[src/rtl/pair_pkg.sv]
package pair_pkg;
  localparam int WORD_W   = 32;
  localparam int REG_LO_W = 3;
  localparam int REG_W    = 2 * REG_LO_W;

  typedef enum logic [1:0] {
    CLS_ALU = 2'd0,
    CLS_MEM = 2'd1,
    CLS_CTL = 2'd2,
    CLS_FPU = 2'd3
  } sched_cls_e;

  typedef struct packed {
    logic             wide;
    sched_cls_e       cls;
    logic             wr;
    logic [REG_W-1:0] rd;
    logic [REG_W-1:0] rn;
    logic [REG_W-1:0] rm;
  } slot_dec_t;
endpackage

[src/rtl/pair_decode.sv]
module pair_decode
  import pair_pkg::*;
(
  input  logic [WORD_W-1:0] word,
  output slot_dec_t         dec
);
  logic [REG_LO_W-1:0] hi_rd, hi_rn, hi_rm;
  logic                unused_bits;

  // short words carry no upper register bits; their upper half is ignored
  always_comb begin
    hi_rd = word[0] ? word[18:16] : '0;
    hi_rn = word[0] ? word[21:19] : '0;
    hi_rm = word[0] ? word[24:22] : '0;
    dec.wide = word[0];
    dec.cls  = sched_cls_e'(word[2:1]);
    dec.wr   = word[12];
    dec.rd   = {hi_rd, word[5:3]};
    dec.rn   = {hi_rn, word[8:6]};
    dec.rm   = {hi_rm, word[11:9]};
  end

  assign unused_bits = ^{word[31:25], word[15:13]};
endmodule

[src/rtl/pair_hazard.sv]
module pair_hazard
  import pair_pkg::*;
(
  input  slot_dec_t a,
  input  slot_dec_t b,
  output logic      clash
);
  function automatic logic hits(slot_dec_t w, slot_dec_t r);
    return w.wr && ((w.rd == r.rd) || (w.rd == r.rn) || (w.rd == r.rm));
  endfunction

  // rd of the other op is always touched: either written or read
  always_comb clash = hits(a, b) || hits(b, a);
endmodule

[src/rtl/pair_queue.sv]
module pair_queue
  import pair_pkg::*;
#(
  parameter int TAG_W = 4
) (
  input  logic                   clk,
  input  logic                   rst_n,
  input  logic [WORD_W-1:0]      fetch_word0,
  input  logic [WORD_W-1:0]      fetch_word1,
  input  logic [1:0]             issue_n,
  output logic [1:0][WORD_W-1:0] q_word,
  output logic [1:0]             q_vld,
  output logic [TAG_W-1:0]       seq,
  output logic [1:0]             refill_n
);
  logic [1:0][WORD_W-1:0] rem_w, nxt_w;
  logic [1:0]             rem_v, nxt_v;
  logic                   load_en, seq_en;
  logic [TAG_W-1:0]       seq_nxt;

  always_comb begin
    rem_w = q_word;
    rem_v = q_vld;
    case (issue_n)
      2'd1: begin
        rem_w[0] = q_word[1];
        rem_v    = {1'b0, q_vld[1]};
      end
      2'd2:    rem_v = 2'b00;
      default: ;
    endcase
    nxt_w = rem_w;
    nxt_v = 2'b11;
    if (!rem_v[0]) begin
      nxt_w[0] = fetch_word0;
      nxt_w[1] = fetch_word1;
    end else if (!rem_v[1]) begin
      nxt_w[1] = fetch_word0;
    end
    refill_n = 2'd2 - ({1'b0, rem_v[0]} + {1'b0, rem_v[1]});
    load_en  = (refill_n != 2'd0) || (issue_n != 2'd0);
    seq_en   = (issue_n != 2'd0);
    seq_nxt  = seq + TAG_W'(issue_n);
  end

  always_ff @(posedge clk or negedge rst_n) begin
    if (!rst_n) begin
      q_vld <= 2'b00;
      seq   <= '0;
    end else begin
      if (load_en) q_vld <= nxt_v;
      if (seq_en)  seq   <= seq_nxt;
    end
  end

  always_ff @(posedge clk) begin
    if (load_en) q_word <= nxt_w;
  end

  AST_SHIFT_KEEP: assert property (@(posedge clk) disable iff (!rst_n)
    (issue_n == 2'd1) |=> (q_word[0] == $past(q_word[1])));
  AST_HOLD_IDLE: assert property (@(posedge clk) disable iff (!rst_n)
    (issue_n == 2'd0 && q_vld == 2'b11) |=> $stable(q_word));
  AST_SEQ_STEP: assert property (@(posedge clk) disable iff (!rst_n)
    (issue_n == 2'd2) |=> (seq == $past(seq) + TAG_W'(2)));
endmodule

[src/rtl/dual_issue_pair.sv]
module dual_issue_pair
  import pair_pkg::*;
#(
  parameter int TAG_W = 4
) (
  input  logic              clk,
  input  logic              rst_n,
  input  logic [WORD_W-1:0] fetch_word0,
  input  logic [WORD_W-1:0] fetch_word1,
  input  logic              int_ready,
  input  logic              fp_ready,
  output logic              int_valid,
  output logic [WORD_W-1:0] int_word,
  output logic [TAG_W-1:0]  int_tag,
  output logic              fp_valid,
  output logic [WORD_W-1:0] fp_word,
  output logic [TAG_W-1:0]  fp_tag,
  output logic [1:0]        refill_cnt
);
  localparam int SLOTS = 2;

  logic [1:0]             rst_pipe;
  logic                   rst_s;
  logic [1:0][WORD_W-1:0] q_word;
  logic [1:0]             q_vld;
  logic [TAG_W-1:0]       seq;
  logic [1:0]             issue_n;
  slot_dec_t              dec [SLOTS];
  logic                   clash;
  logic                   old_fp, yng_fp, old_core, yng_core, mix_ok;
  logic                   pair_go, solo_go, old_ready;
  logic                   int_sel, fp_sel;

  // reset: asserted at once, released after two edges
  always_ff @(posedge clk or negedge rst_n) begin
    if (!rst_n) rst_pipe <= 2'b00;
    else        rst_pipe <= {rst_pipe[0], 1'b1};
  end
  assign rst_s = rst_pipe[1];

  pair_queue #(.TAG_W(TAG_W)) u_queue (
    .clk        (clk),
    .rst_n      (rst_s),
    .fetch_word0(fetch_word0),
    .fetch_word1(fetch_word1),
    .issue_n    (issue_n),
    .q_word     (q_word),
    .q_vld      (q_vld),
    .seq        (seq),
    .refill_n   (refill_cnt)
  );

  for (genvar s = 0; s < SLOTS; s++) begin : g_dec
    pair_decode u_dec (.word(q_word[s]), .dec(dec[s]));
  end

  pair_hazard u_haz (.a(dec[0]), .b(dec[1]), .clash(clash));

  // pairing decision and crossbar
  always_comb begin
    old_fp    = (dec[0].cls == CLS_FPU);
    yng_fp    = (dec[1].cls == CLS_FPU);
    old_core  = (dec[0].cls == CLS_ALU) || (dec[0].cls == CLS_MEM);
    yng_core  = (dec[1].cls == CLS_ALU) || (dec[1].cls == CLS_MEM);
    mix_ok    = (old_core && yng_fp) || (old_fp && yng_core);
    pair_go   = (q_vld == 2'b11) && mix_ok && !clash && int_ready && fp_ready;
    old_ready = old_fp ? fp_ready : int_ready;
    solo_go   = !pair_go && q_vld[0] && old_ready;
    issue_n   = pair_go ? 2'd2 : (solo_go ? 2'd1 : 2'd0);
    int_sel   = pair_go && old_fp;
    fp_sel    = pair_go && !old_fp;
    int_valid = pair_go || (solo_go && !old_fp);
    fp_valid  = pair_go || (solo_go && old_fp);
    int_word  = q_word[int_sel];
    fp_word   = q_word[fp_sel];
    int_tag   = seq + TAG_W'(int_sel);
    fp_tag    = seq + TAG_W'(fp_sel);
  end

  AST_INT_READY: assert property (@(posedge clk) disable iff (!rst_s)
    int_valid |-> int_ready);
  AST_FP_READY: assert property (@(posedge clk) disable iff (!rst_s)
    fp_valid |-> fp_ready);
  AST_PAIR_NO_CLASH: assert property (@(posedge clk) disable iff (!rst_s)
    (int_valid && fp_valid) |-> !clash);
  AST_PAIR_TAGS: assert property (@(posedge clk) disable iff (!rst_s)
    (int_valid && fp_valid) |->
      (((int_tag - fp_tag) == TAG_W'(1)) || ((fp_tag - int_tag) == TAG_W'(1))));
  AST_REFILL_MATCH: assert property (@(posedge clk) disable iff (!rst_s)
    (q_vld == 2'b11) |-> (32'(refill_cnt) == $countones({int_valid, fp_valid})));
endmodule

[config.mk]
export PLATFORM = sky130hd
export DESIGN_NAME = dual_issue_pair
export DESIGN_NICKNAME = d
export VERILOG_FILES = /design/src/rtl/pair_pkg.sv /design/src/rtl/pair_decode.sv /design/src/rtl/pair_hazard.sv /design/src/rtl/pair_queue.sv /design/src/rtl/dual_issue_pair.sv
export SDC_FILE = /design/constraint.sdc
export NUM_CORES = 1
export LEC_CHECK = 0
export BUFFER_PORTS_ARGS = -buffer_cell sky130_fd_sc_hd__buf_2
export CAP_MARGIN = 0
export CORE_ASPECT_RATIO = 0.9
export CORE_UTILIZATION = 57
export DETAILED_ROUTE_END_ITERATION = 16
export GPL_ROUTABILITY_DRIVEN = 0
export PLACE_DENSITY = 0.9
export SLEW_MARGIN = 0
export SYNTH_ARGS = -nofsm -noshare
export SYNTH_HDL_FRONTEND = slang
export SYNTH_SLANG_ARGS = --single-unit
[constraint.sdc]
create_clock -name clk -period 6.6 [get_ports clk]
set_input_delay 0.33 -clock clk [delete_from_list [all_inputs] [get_ports clk]]
set_output_delay 0.33 -clock clk [all_outputs]
set_load 0.02 [all_outputs]
== Word-level counts from Yosys, hierarchy flattened ==
Index checks and enable logic that the tools add are counted.
Operators by class
  mux-type cells: 18
  $add $sub $neg: 5
  reductions and logical operators: 34
  eq/ne operators: 15
  $lt $le $gt $ge: 2
Operators by type and width (number)
  $mux 32: 8
  $eq 6x6->1: 6
  $mux 3: 6
  $logic_and 1x1->1: 14
  $logic_or 1x1->1: 11
  $add 4x1->4: 2
  $eq 2x2->1 const B: 4
  $eq 2x1->1 const B: 3
  $add 4x2->4: 1
  $logic_not 2->1: 2
  $lt 1x2->1 const B: 2
  $ne 2x2->1 const B: 2
  $pmux 2 s2: 1
  $reduce_and 2->1: 2
  $reduce_bool 2->1: 2
  $logic_not 1->1: 3
  $add 1x1->2: 1
  $mux 1: 2
  $mux 2: 1
  $sub 2x2->2 const A: 1
Word-level totals
  word-level logic and storage cells: 79
  input port bits: 68
  flip-flop bits (word level): 71

== Longest topological paths before layout ==
Gate-level depths: netlist (run 1).
  depth after elaboration: 22
  mapped depth: 13

== Cells and area by module ==
From an unflattened synthesis (run 1), not the netlist that was laid out.
Second synthesis, totals
  cell total of the unflattened synthesis: 347
  area total of the unflattened synthesis: 4951.0 um^2
By module, submodules not included
  pair_queue: area each 3253.1 um^2, times used 1, cells each 164, sequential area each 2047.0 um^2
  dual_issue_pair: area each 1051.0 um^2, times used 1, cells each 97, sequential area each 50.0 um^2
  pair_hazard: area each 339.1 um^2, times used 1, cells each 42, sequential area each 0.0 um^2
  pair_decode: area each 153.9 um^2, times used 2, cells each 22, sequential area each 0.0 um^2

== Worst setup path before layout (run 1) ==
Ideal clock, no wire load.
  path type: register to register
  from: register u_queue.q_word[50] in the netlist's numbering
  to: register u_queue.q_word[0] in the netlist's numbering, enable pin
  buffers on the path: 2
  required time: 6.175 ns
  setup slack: 2.398 ns
  cell stages (with the launch flop): 12
  period minus slack after synthesis: 4.202 ns
  arrival time: 3.777 ns
  library setup time: 0.425 ns
  cells stage by stage: edfxtp_1 -> buf_2 -> xor2_1 -> o22ai_1 -> o2111a_1 -> or4_4 -> a22oi_4 -> buf_4 -> inv_1 -> ha_1 -> nand2b_1 -> nor2b_1
Between the ends
  longest elaborated chain between the ends: 22
RTL lines
  from (decl): line pair_queue.sv:11  | output logic [1:0][WORD_W-1:0] q_word,
  from (signal assigned): line pair_queue.sv:57  | if (load_en) q_word <= nxt_w;
  $mux 3 (*): line pair_decode.sv:12  | hi_rd = word[0] ? word[18:16] : '0;
  $eq 6x6->1: line pair_hazard.sv:9  | return w.wr && ((w.rd == r.rd) || (w.rd == r.rn) || (w.rd == r.rm));
  $logic_or 1x1->1 (2 in a row): line pair_hazard.sv:9
  $logic_and 1x1->1: line pair_hazard.sv:9
  $logic_or 1x1->1 (*): line pair_hazard.sv:13  | always_comb clash = hits(a, b) || hits(b, a);
  $logic_not 1->1 (*): line dual_issue_pair.sv:66  | pair_go = (q_vld == 2'b11) && mix_ok && !clash && int_ready && fp_ready;
  $logic_and 1x1->1 (*) (3 in a row): line dual_issue_pair.sv:66
  $logic_not 1->1: line dual_issue_pair.sv:68  | solo_go = !pair_go && q_vld[0] && old_ready;
  [4 not listed]
  $eq 2x2->1 / $eq 2x1->1 (equally long branches): line pair_queue.sv:24  | case (issue_n)
  $pmux 2 s2 (*): line pair_queue.sv:24
  $add 1x1->2 (*): line pair_queue.sv:40  | refill_n = 2'd2 - ({1'b0, rem_v[0]} + {1'b0, rem_v[1]});
  $sub 2x2->2 (*): line pair_queue.sv:40
  via refill_cnt[1]: line dual_issue_pair.sv:18  | output logic [1:0] refill_cnt
  $reduce_bool 2->1 (*): line pair_queue.sv:41  | load_en = (refill_n != 2'd0) || (issue_n != 2'd0);
  $logic_or 1x1->1 (*): line pair_queue.sv:41
  $reduce_and 2->1 (no source line) (*)
Mark *: on every way through the listed nets, which the timed path passes. The rest lies on a longest branch.
A chain may end at the register's enable or synchronous reset.

== Worst setup path after layout (run 1) ==
  from: register u_queue.q_word[32] in the netlist's numbering
  to: output int_word[16]
Between the ends
  longest elaborated chain between the ends: 13
RTL lines
  $mux 3, on equally long branches: line pair_decode.sv:12, pair_decode.sv:13
  $eq 6x6->1: line pair_hazard.sv:9
  $logic_or 1x1->1 (2 in a row): line pair_hazard.sv:9
  $logic_and 1x1->1: line pair_hazard.sv:9
  $logic_or 1x1->1 (*): line pair_hazard.sv:13
  $logic_not 1->1 (*): line dual_issue_pair.sv:66
  $logic_and 1x1->1 (*) (3 in a row): line dual_issue_pair.sv:66
  $logic_and 1x1->1 (*): line dual_issue_pair.sv:70  | int_sel = pair_go && old_fp;
  $mux 32 (implied by the code) (*) (2 in a row): line dual_issue_pair.sv:74  | int_word = q_word[int_sel];
  to (decl): line dual_issue_pair.sv:13  | output logic [WORD_W-1:0] int_word,
Every way passes the cells marked *; elsewhere a longest branch is shown, timed or not. The select of a mux whose other input is x is not followed.

==> flow_summary.ini, run 1 <==
[critical_path]
rr_worst_depth = 9
worstPathArrival_ps = 4030
critPathKind = register to output port
worstSetupStartpointType = register
crit_path_cell_trace = o21ai_0 > and2_1 > o2111a_1 > or4_4 > a211oi_4 > buf_4 > mux2_2 > buf_2
sort_of_element_at_the_end_of_the_critical_path = output port
worst_reg2reg_path_endpoint = u_queue.q_word[18]
r2r-start = u_queue.q_word[32]
worst_path_largest_cell_delay_ps = 900
regToRegSetupSlack_ps = 2960
critical_path_peak_fanout = 18
crit_path_top_delay_cell = sky130_fd_sc_hd__a211oi_4
required_ps = 6270

[timing]
timing_worst_slew_pin_value_ps = 1061
final-hold-violation-count = 0
fmaxAchievable_ghz = 0.2294
final-setup-viol-count = 0
period_needed_ps = 4358
final_max_slew_viol_count = 0
fin_skew_ps = 8.248
final.period_utilization_pct = 66.04
rsz0062_at_grt = no
fin_tns_setup_ps = 0
maxSlewHeadroom_pct = 29.04

[floorplan]
floorplan.rows = 31
initial_utilization_pct = 59.37
die_area_um2 = 8857
chipWidth_um = 99.09
design.core.area_um2 = 8145
ios = 144
dieHeight_um = 89.38

[synthesis]
post_synth_num_cell_types = 51
netlist_area_um2 = 4836
post-synth-top-count-cell = sky130_fd_sc_hd__mux2_2
synth-edff-count = 64
synth.ff_latch_count = 71
synthFlopType = sky130_fd_sc_hd__edfxtp_1
synthDominantAreaCellType = sky130_fd_sc_hd__edfxtp_1
synthesis.yosys.warnings = 0
synth_nets = 424
cells_after_synth = 348
synthArstFlopShare_pct = 9.859
synth_top_area_share_pct = 39.74
synth_top_cells_by_area = sky130_fd_sc_hd__edfxtp_1 40%, sky130_fd_sc_hd__mux2_2 19%, sky130_fd_sc_hd__mux2_4 12%
synth.cells.most_frequent = 80 x sky130_fd_sc_hd__mux2_2, 64 x sky130_fd_sc_hd__edfxtp_1, 40 x sky130_fd_sc_hd__mux2_4, 15 x sky130_fd_sc_hd__xnor2_1
synth.avg_cell_area_um2 = 13.90
synth-seq-area-share_pct = 43.36

[finish]
area_growth_pct = 17.62
diodes = 0
nets = 560
multi_input_comb_area_um2 = 2486
filler_cell_count = 598
finish.utilization_pct = 69.83
sequential_cell_area_um2 = 2097
fraction_of_layout_instances_using_a_drive_strength_above_1_pct = 59.51

[detailed_routing]
via_count = 3319
drc_errors = 0
detailedRoute.firstPassIterationCount = 4
antenna_left = 0
detail_route.vias_per_cell = 5.645
drtIter0Drc = 169
wl_per_cell_um = 17.84
wl_um = 10490

[power_and_ir_drop]
p_leak_uw = 0.002383
power-per-cell-area_nw_per_um2 = 261.9
share_comb_of_total_power_pct = 33.4
clockPowerShare_pct = 22.6
power.share.sequential_pct = 44.1
net-switching-power_uw = 516.7
max-vdd-ir-drop_uv = 172.1
switching_share_pct = 34.69
cellInternalPower_uw = 973.0

[global_routing]
grt_pass1_wl_um = 16820
via_count_of_the_first_global_routing_pass = 3370
grt_antenna_before_repair = 0
groute.usage.overall_pct = 24.80
grt_max_degree = 66
grt-ovfl-total = 0

[run]
maxCapViolations = 0

[clock_tree]
clock_latency_ps = 340
tritoncts = built
clock_sink_count = 71
cts_setup_buffers = 0
clock-root-buffer = sky130_fd_sc_hd__clkbuf_8
cts_max_path_buffers = 2
cts.clk_slew.worst_paths_ps = 80
htree_num_levels = 3
cts_made_buffers = 9

[hold_path]
timing.hold.worst.class = register to async pin

[placed_design]
detailedPlacementHpwl_um = 7549
port_buf_inserts = 143

[status]
status = complete, no violations
==> critical path: cells and delay by family (launching register included) <==
kind | cells | cell delay, ps
compound gates | 3 | 1340
mux | 1 | 370
flops | 1 | 650
buf+inv | 2 | 550
simple gates | 2 | 770
==> sequential cells by signal, indices dropped and copies added (netlist names) <==
signal	flops
u_queue.seq	4
u_queue.q_vld	1
rst_pipe	2
u_queue.q_word	64
==> timing repair <==
action / 4_1_cts / 5_1_grt
resized for setup: 0 / 0
hold buffers: 1 / 0
endpoints found under the hold margin: 2 / 0
==> kinds of logic (layout without fill, tap and decap cells) <==
logic type	after synthesis	after routing	synth area share, %
mux	126	126	32.37
flops	71	71	43.36
simple gates	45	45	5.382
compound gates	37	37	6.313
buf+inv	33	174	5.382
xor+xnor	27	27	4.890
fa+ha+maj	8	8	2.225
other cells	1	1	0.07755
==> metal layers <==
layer / part of all wire, % / track usage, % / vias to the layer above / wire length [um]
met4: 1.1 / 10.43 / 0 / 116
met5: 0 / 0 / - / 0
met2: 50 / 42.59 / 116 / 5257
met1: 44 / 31.31 / 1617 / 4631
met3: 4.6 / 4.769 / 10 / 485
li1: - / - / 1576 / -
==> stage by stage <==
| stage | std cells | cell area [um2] | hold WS, ps | total power, uW | worst slack, ps |
|---|---|---|---|---|---|
| 5_1_grt | 588 | 5688 | 113.0 | 1568 | 1977 |
| 3_3_place_gp | 571 | 5490 | 80.89 | 1143 | 2726 |
| 6_report | 588 | 5688 | 82.16 | 1490 | 2242 |
| 2_1_floorplan | 348 | 4836 | 34.41 | 1016 | 2398 |
| 4_1_cts | 588 | 5688 | 90.51 | 1498 | 2185 |
| 3_5_place_dp | 571 | 5490 | 79.36 | 1161 | 2563 |
==> placed cells by master, fill, tap and decap left out, types with 2 or more instances in the layout <==
cell type and count:
sky130_fd_sc_hd__and2_1 5, sky130_fd_sc_hd__nand4_1 4, sky130_fd_sc_hd__mux2_2 80, sky130_fd_sc_hd__ha_1 7, sky130_fd_sc_hd__nand3_1 2, sky130_fd_sc_hd__a31oi_1 5
sky130_fd_sc_hd__mux2_1 3, sky130_fd_sc_hd__edfxtp_1 64, sky130_fd_sc_hd__nand4b_1 2, sky130_fd_sc_hd__nand2_1 12, sky130_fd_sc_hd__o21ai_0 8, sky130_fd_sc_hd__inv_1 10
sky130_fd_sc_hd__mux2_4 40, sky130_fd_sc_hd__buf_2 143, sky130_fd_sc_hd__xor2_1 12, sky130_fd_sc_hd__dfrtp_1 7, sky130_fd_sc_hd__clkbuf_8 9, sky130_fd_sc_hd__xnor2_1 15
sky130_fd_sc_hd__clkinv_2 3, sky130_fd_sc_hd__o22ai_1 2, sky130_fd_sc_hd__a21oi_1 2, sky130_fd_sc_hd__nand2b_1 9, sky130_fd_sc_hd__a32oi_1 2, sky130_fd_sc_hd__a21boi_0 3
sky130_fd_sc_hd__clkinvlp_4 2, sky130_fd_sc_hd__o21bai_1 4, sky130_fd_sc_hd__nor2_1 2, sky130_fd_sc_hd__or2_2 2, sky130_fd_sc_hd__mux2i_1 3, sky130_fd_sc_hd__buf_4 4
==> worst max path at each step <==
stage	startpoint	end	slack (ps)
after floorplan	u_queue.q_word[50]	u_queue.q_word[0]	2400
after CTS	u_queue.q_word[32]	fp_tag[3]	2190
final	u_queue.q_word[32]	int_word[16]	2240
after global routing	u_queue.q_word[32]	fp_tag[3]	1980
after detailed placement	u_queue.q_word[32]	fp_tag[3]	2560
after global placement	u_queue.q_word[32]	fp_tag[2]	2730
==> power groups by stage <==
stage | clock network (uW) | registers (uW) | logic (uW)
floorplan | 0 | 625 | 391
detailed placement | 0 | 665 | 496
global placement | 0 | 659 | 485
finish | 336 | 657 | 497
CTS | 342 | 656 | 501
global route | 364 | 669 | 535
==> area by class of cell <==
cell class	count	area share (%)
multi-input cells	244	43.71
well taps	99	2.178
clock buffers	9	2.178
clock inverters	7	1.122
flip-flops and latches	71	36.87
inverters	10	0.6599
repair buffers	148	13.29
Note: power is estimated with default switching activity, not from simulation.
==> run 2: changes to the inputs <==
CORE_UTILIZATION = 53   (was 57)
PLACE_DENSITY = 0.85   (was 0.9)
clock period = 4.19 ns   (was 6.6 ns; I/O delays follow)
==> run 2 against run 1 <==
Against the previous run: first-iteration DRC count shrank 1.2%; setup slack lost 1900 ps; critical path depth unchanged; final area up 0.75%; largest power group unchanged; clock power grew 37%; core utilization fell by 4.2 points; total power rose by 53%; clock skew barely moved.
==> flow_summary.ini, run 2 (synthesis gave the netlist of run 1 again) <==
[power_and_ir_drop]
share_comb_of_total_power_pct = 34.6
power-per-cell-area_nw_per_um2 = 398.6
net-switching-power_uw = 803.1
power.share.sequential_pct = 45.2
switching_share_pct = 35.16
p_leak_uw = 0.002393
clockPowerShare_pct = 20.2
max-vdd-ir-drop_uv = 199.4
cellInternalPower_uw = 1481

[finish]
area_growth_pct = 18.50
mostFrequentLayoutCell = sky130_fd_sc_hd__buf_2
nets = 563
largestRegisters = u_queue.q_word x64, u_queue.seq x4, rst_pipe x2
filler_cell_count = 712
fraction_of_layout_instances_using_a_drive_strength_above_1_pct = 59.35
largest_reg_flops = 64
finish.utilization_pct = 65.65
max_flop_register = u_queue.q_word
diodes = 0
mostFrequentLayoutCells = 143 x sky130_fd_sc_hd__buf_2, 80 x sky130_fd_sc_hd__mux2_2, 64 x sky130_fd_sc_hd__edfxtp_1

[floorplan]
floorplan.rows = 32
ios = 144
initial_utilization_pct = 55.40
die_area_um2 = 9511
design.core.area_um2 = 8728
chipWidth_um = 102.7
dieHeight_um = 92.62

[status]
status = complete, no violations

[clock_tree]
cts_made_buffers = 9
clock_latency_ps = 340
tritoncts = built
clock-root-buffer = sky130_fd_sc_hd__clkbuf_8
cts_max_path_buffers = 2
cts.clk_slew.worst_paths_ps = 70
cts_setup_buffers = 0
htree_num_levels = 3
clock_sink_count = 71

[timing]
fin_tns_setup_ps = 0
period_needed_ps = 3871
final_max_slew_viol_count = 0
final-hold-violation-count = 0
final-setup-viol-count = 0
timing.final.ws_setup_ps = 318.9
fin_skew_ps = 7.992
fmaxAchievable_ghz = 0.2583
timing_worst_slew_pin_value_ps = 1030
rsz0062_at_grt = no
final.period_utilization_pct = 92.39
maxSlewHeadroom_pct = 31.35

[detailed_routing]
detailroute.wirelength.met3_um = 531
drtIter0Drc = 167
detail_route.vias_per_cell = 5.439
detailedRoute.firstPassIterationCount = 5
via_count = 3323
dr_wl_met2_um = 5094
top_layer_used = met4
wl_per_cell_um = 17.31
drt-met1-wl_um = 4762
antenna_left = 0
wl_um = 10570
drc_errors = 0

[critical_path]
critical_path_peak_fanout = 24
required_ps = 3980
rr_worst_depth = 7
worstSetupStartpointType = register
worstPathArrival_ps = 3660
sort_of_element_at_the_end_of_the_critical_path = output port
critPathKind = register to output port

[placed_design]
port_buf_inserts = 143
preCtsSetupSlack_ps = 588.0
detailedPlacementHpwl_um = 7715

[global_routing]
groute.usage.overall_pct = 22.73
grt_pass1_wl_um = 16390
grt_max_degree = 66
via_count_of_the_first_global_routing_pass = 3334
grt-ovfl-total = 0
grt_antenna_before_repair = 0

[run]
maxCapViolations = 0

[hold_path]
timing.hold.worst.class = register to async pin
run 2: area by class of cell:
type,instances,area (um2),share of cell area [%]
Clock inverter,4,22.52,0.3930
Timing Repair Buffer,151,803.3,14.02
Tap cell,119,148.9,2.598
Clock buffer,12,135.1,2.358
Multi-Input combinational cell,244,2486,43.38
Inverter,10,37.54,0.6550
Sequential cell,71,2097,36.59
run 2: metal layers:
metal	track usage, %	vias up
met1	29.22	1587
met4	8.571	0
met5	0	-
met2	37.89	130
met3	4.075	18
li1	-	1588
run 2: worst paths after layout:
check | slack (ps) | startpoint | to
max reg2reg | 590 | u_queue.q_word[32] | u_queue.q_word[59]
max in group asynchronous | 3890 | rst_n | rst_pipe[1]
min reg2reg | 80 | rst_pipe[1] | u_queue.q_vld[0]
min | 80 | rst_pipe[1] | u_queue.q_vld[0]
max | 320 | u_queue.q_word[32] | fp_word[28]
min in group clk | 170 | fetch_word1[15] | u_queue.q_word[47]
run 2: critical path: stages, from the launching register on:
cell                       delay [ps]
sky130_fd_sc_hd__edfxtp_1         640
sky130_fd_sc_hd__o21ai_0          200
sky130_fd_sc_hd__and2_1           200
sky130_fd_sc_hd__o2111a_1         240
sky130_fd_sc_hd__or4_4            580
sky130_fd_sc_hd__a221oi_4         460
sky130_fd_sc_hd__buf_4            450
sky130_fd_sc_hd__mux2_2           390
sky130_fd_sc_hd__buf_2            160
run 2: timing repair:
action	CTS	global route
hold buffers	1	0
gates resized for setup	0	0
hold endpoints to repair	2	0
run 2: power by group through the flow:
stage	logic, uW	registers (uW)	clock network, uW
finish	791	1030	461
global route	852	1050	499
CTS	798	1030	475
detailed placement	793	1050	0
global placement	771	1040	0
floorplan	617	983	0
run 2: through the flow:
stage                     hold slack (ps)  cells  area, um2  total power [uW]
after floorplan                    -86.09    348       4838              1600
after global placement             -1.999    594       5563              1808
after detailed placement            4.479    594       5563              1840
after CTS                           88.27    611       5731              2305
after global routing                101.5    611       5731              2400
final                               81.82    611       5731              2284
==> run 3: changes to the inputs <==
BUFFER_PORTS_ARGS = -buffer_cell sky130_fd_sc_hd__buf_4   (was -buffer_cell sky130_fd_sc_hd__buf_2)
==> run 3 against run 2 <==
Against the previous run: final area is 7.0% higher; wire length is 1.9% higher; highest routed layer unchanged; first-iteration DRC count is 1.2% lower; die area stayed put; critical path depth stayed put.
==> flow_summary.ini, run 3 (synthesis gave the netlist of run 1 again) <==
[status]
status = complete, no violations

[clock_tree]
cts_made_buffers = 9
cts_max_path_buffers = 2
htree_num_levels = 3
clock-root-buffer = sky130_fd_sc_hd__clkbuf_8
clock_sink_count = 71
cts.clk_slew.worst_paths_ps = 70
tritoncts = built
cts_setup_buffers = 0
cts_resized = 0
clock_latency_ps = 340

[finish]
sequential_cell_area_um2 = 2097
largest_reg_flops = 64
multi_input_comb_area_um2 = 2486
fraction_of_layout_instances_using_a_drive_strength_above_1_pct = 59.27
mostFrequentLayoutCell = sky130_fd_sc_hd__buf_4
fin_cells = 610
area_growth_pct = 26.75
mostFrequentLayoutCells = 145 x sky130_fd_sc_hd__buf_4, 80 x sky130_fd_sc_hd__mux2_2, 64 x sky130_fd_sc_hd__edfxtp_1
nets = 562
largestRegisters = u_queue.q_word x64, u_queue.seq x4, rst_pipe x2
max_flop_register = u_queue.q_word
filler_cell_count = 630
diodes = 0

[floorplan]
chipWidth_um = 102.7
floorplan.rows = 32
design.core.area_um2 = 8728
dieHeight_um = 92.62
initial_utilization_pct = 55.40
ios = 144
die_area_um2 = 9511

[timing]
final.period_utilization_pct = 89.91
final-hold-violation-count = 0
timing_worst_slew_pin_value_ps = 633.0
fin_tns_setup_ps = 0
rsz0062_at_grt = no
maxSlewHeadroom_pct = 57.80
period_needed_ps = 3767
fin_skew_ps = 12.52
final_max_slew_viol_count = 0
fmaxAchievable_ghz = 0.2654
final-setup-viol-count = 0

[global_routing]
grt_max_degree = 66
grt-ovfl-total = 0
groute.usage.overall_pct = 22.95
grt_antenna_before_repair = 0
grt_pass1_wl_um = 16740
via_count_of_the_first_global_routing_pass = 3337

[power_and_ir_drop]
share_comb_of_total_power_pct = 36.8
power-per-cell-area_nw_per_um2 = 397.0
cellInternalPower_uw = 1625
clockPowerShare_pct = 20.7
switching_share_pct = 33.23
max-vdd-ir-drop_uv = 218.6
totalPowerFinal_uw = 2434
p_leak_uw = 0.002528
net-switching-power_uw = 808.7
power.share.sequential_pct = 42.5

[detailed_routing]
detailedRoute.firstPassIterationCount = 4
via_count = 3342
wl_um = 10780
detail_route.vias_per_cell = 5.479
antenna_left = 0
wl_per_cell_um = 17.67
drtIter0Drc = 165
drc_errors = 0

[placed_design]
detailedPlacementHpwl_um = 7807
dp_cells = 593
port_buf_inserts = 143

[critical_path]
required_ps = 3980
rr_worst_depth = 10
critical_path_peak_fanout = 24
critPathBufInv = 2
worstPathArrival_ps = 3560
sort_of_element_at_the_end_of_the_critical_path = output port
worstSetupStartpointType = register
critPathKind = register to output port
regToRegSetupSlack_ps = 740
worst_path_largest_cell_delay_ps = 670
cpLargestDelayFamily = compound AO/OA/AOI/OAI gates
crit_path_top_delay_cell = sky130_fd_sc_hd__edfxtp_1
r2r-start = u_queue.q_word[32]
worst_reg2reg_path_endpoint = u_queue.q_word[31]
crit_path_cell_trace = o21ai_0 > and2_1 > o2111a_1 > or4_4 > a211oi_4 > buf_12 > mux2_2 > buf_4

[run]
maxCapViolations = 0

[hold_path]
timing.hold.worst.class = register to async pin
[run 3: area by class of cell]
type,count,area share (%)
inverter,10,0.6124
multi-input combinational,244,40.56
sequential,71,34.21
clock buffer,15,2.878
tap,119,2.429
timing repair buffer,150,19.23
clock inverter,1,0.08165
[run 3: worst max-delay path by stage]
stage | start | to | slack [ps] | cells after the start
after floorplan | u_queue.q_word[50] | u_queue.q_word[0] | 600 | 11
after global placement | u_queue.q_word[32] | int_word[6] | 900 | 8
after detailed placement | u_queue.q_word[32] | u_queue.q_word[29] | 790 | 10
after CTS | u_queue.q_word[32] | int_word[20] | 430 | 8
after global routing | u_queue.q_word[32] | int_tag[2] | 220 | 9
final | u_queue.q_word[32] | int_word[20] | 420 | 8
[run 3: layer usage]
layer	global-route usage [%]	share of wire, %	wire (um)
met1	30.27	43	4681
met2	37.56	50	5421
met3	4.377	5.1	547
met4	7.857	1.2	128
met5	0	0	0
[run 3: power groups by stage]
stage	Clock [uW]	Combinational (uW)	Sequential, uW
5_1_grt	545	951	1050
6_report	504	896	1030
3_3_place_gp	0	875	1040
4_1_cts	518	902	1030
3_5_place_dp	0	896	1050
2_1_floorplan	0	617	983
[run 3: worst register-to-register path, cell delays in order, from the launching register on]
cell and delay, ps:
sky130_fd_sc_hd__edfxtp_1 670, sky130_fd_sc_hd__o21ai_0 200, sky130_fd_sc_hd__and2_1 190, sky130_fd_sc_hd__o2111a_1 230, sky130_fd_sc_hd__or4_4 580, sky130_fd_sc_hd__a22oi_4 250
sky130_fd_sc_hd__inv_1 70, sky130_fd_sc_hd__ha_1 210, sky130_fd_sc_hd__nand2b_1 100, sky130_fd_sc_hd__nor2b_4 400, sky130_fd_sc_hd__buf_12 230
[run 3: through the flow]
step           instance area, um2  hold slack, ps  worst slack (ps)  utilization [%]
2_1_floorplan                4838          -86.09             595.7                -
5_1_grt                      6130           115.0             219.3            70.23
3_5_place_dp                 5938          -4.865             791.8            68.03
3_3_place_gp                 5938          -4.822             897.4            68.03
4_1_cts                      6130           101.4             431.2            70.23
6_report                     6130           93.06             422.6            70.23
[run 3: what timing repair did]
| action | 4_1_cts | 5_1_grt |
|---|---|---|
| hold buffers | 1 | 0 |
| setup endpoints to repair | 0 | 0 |
| endpoints found under the hold margin | 2 | 0 |
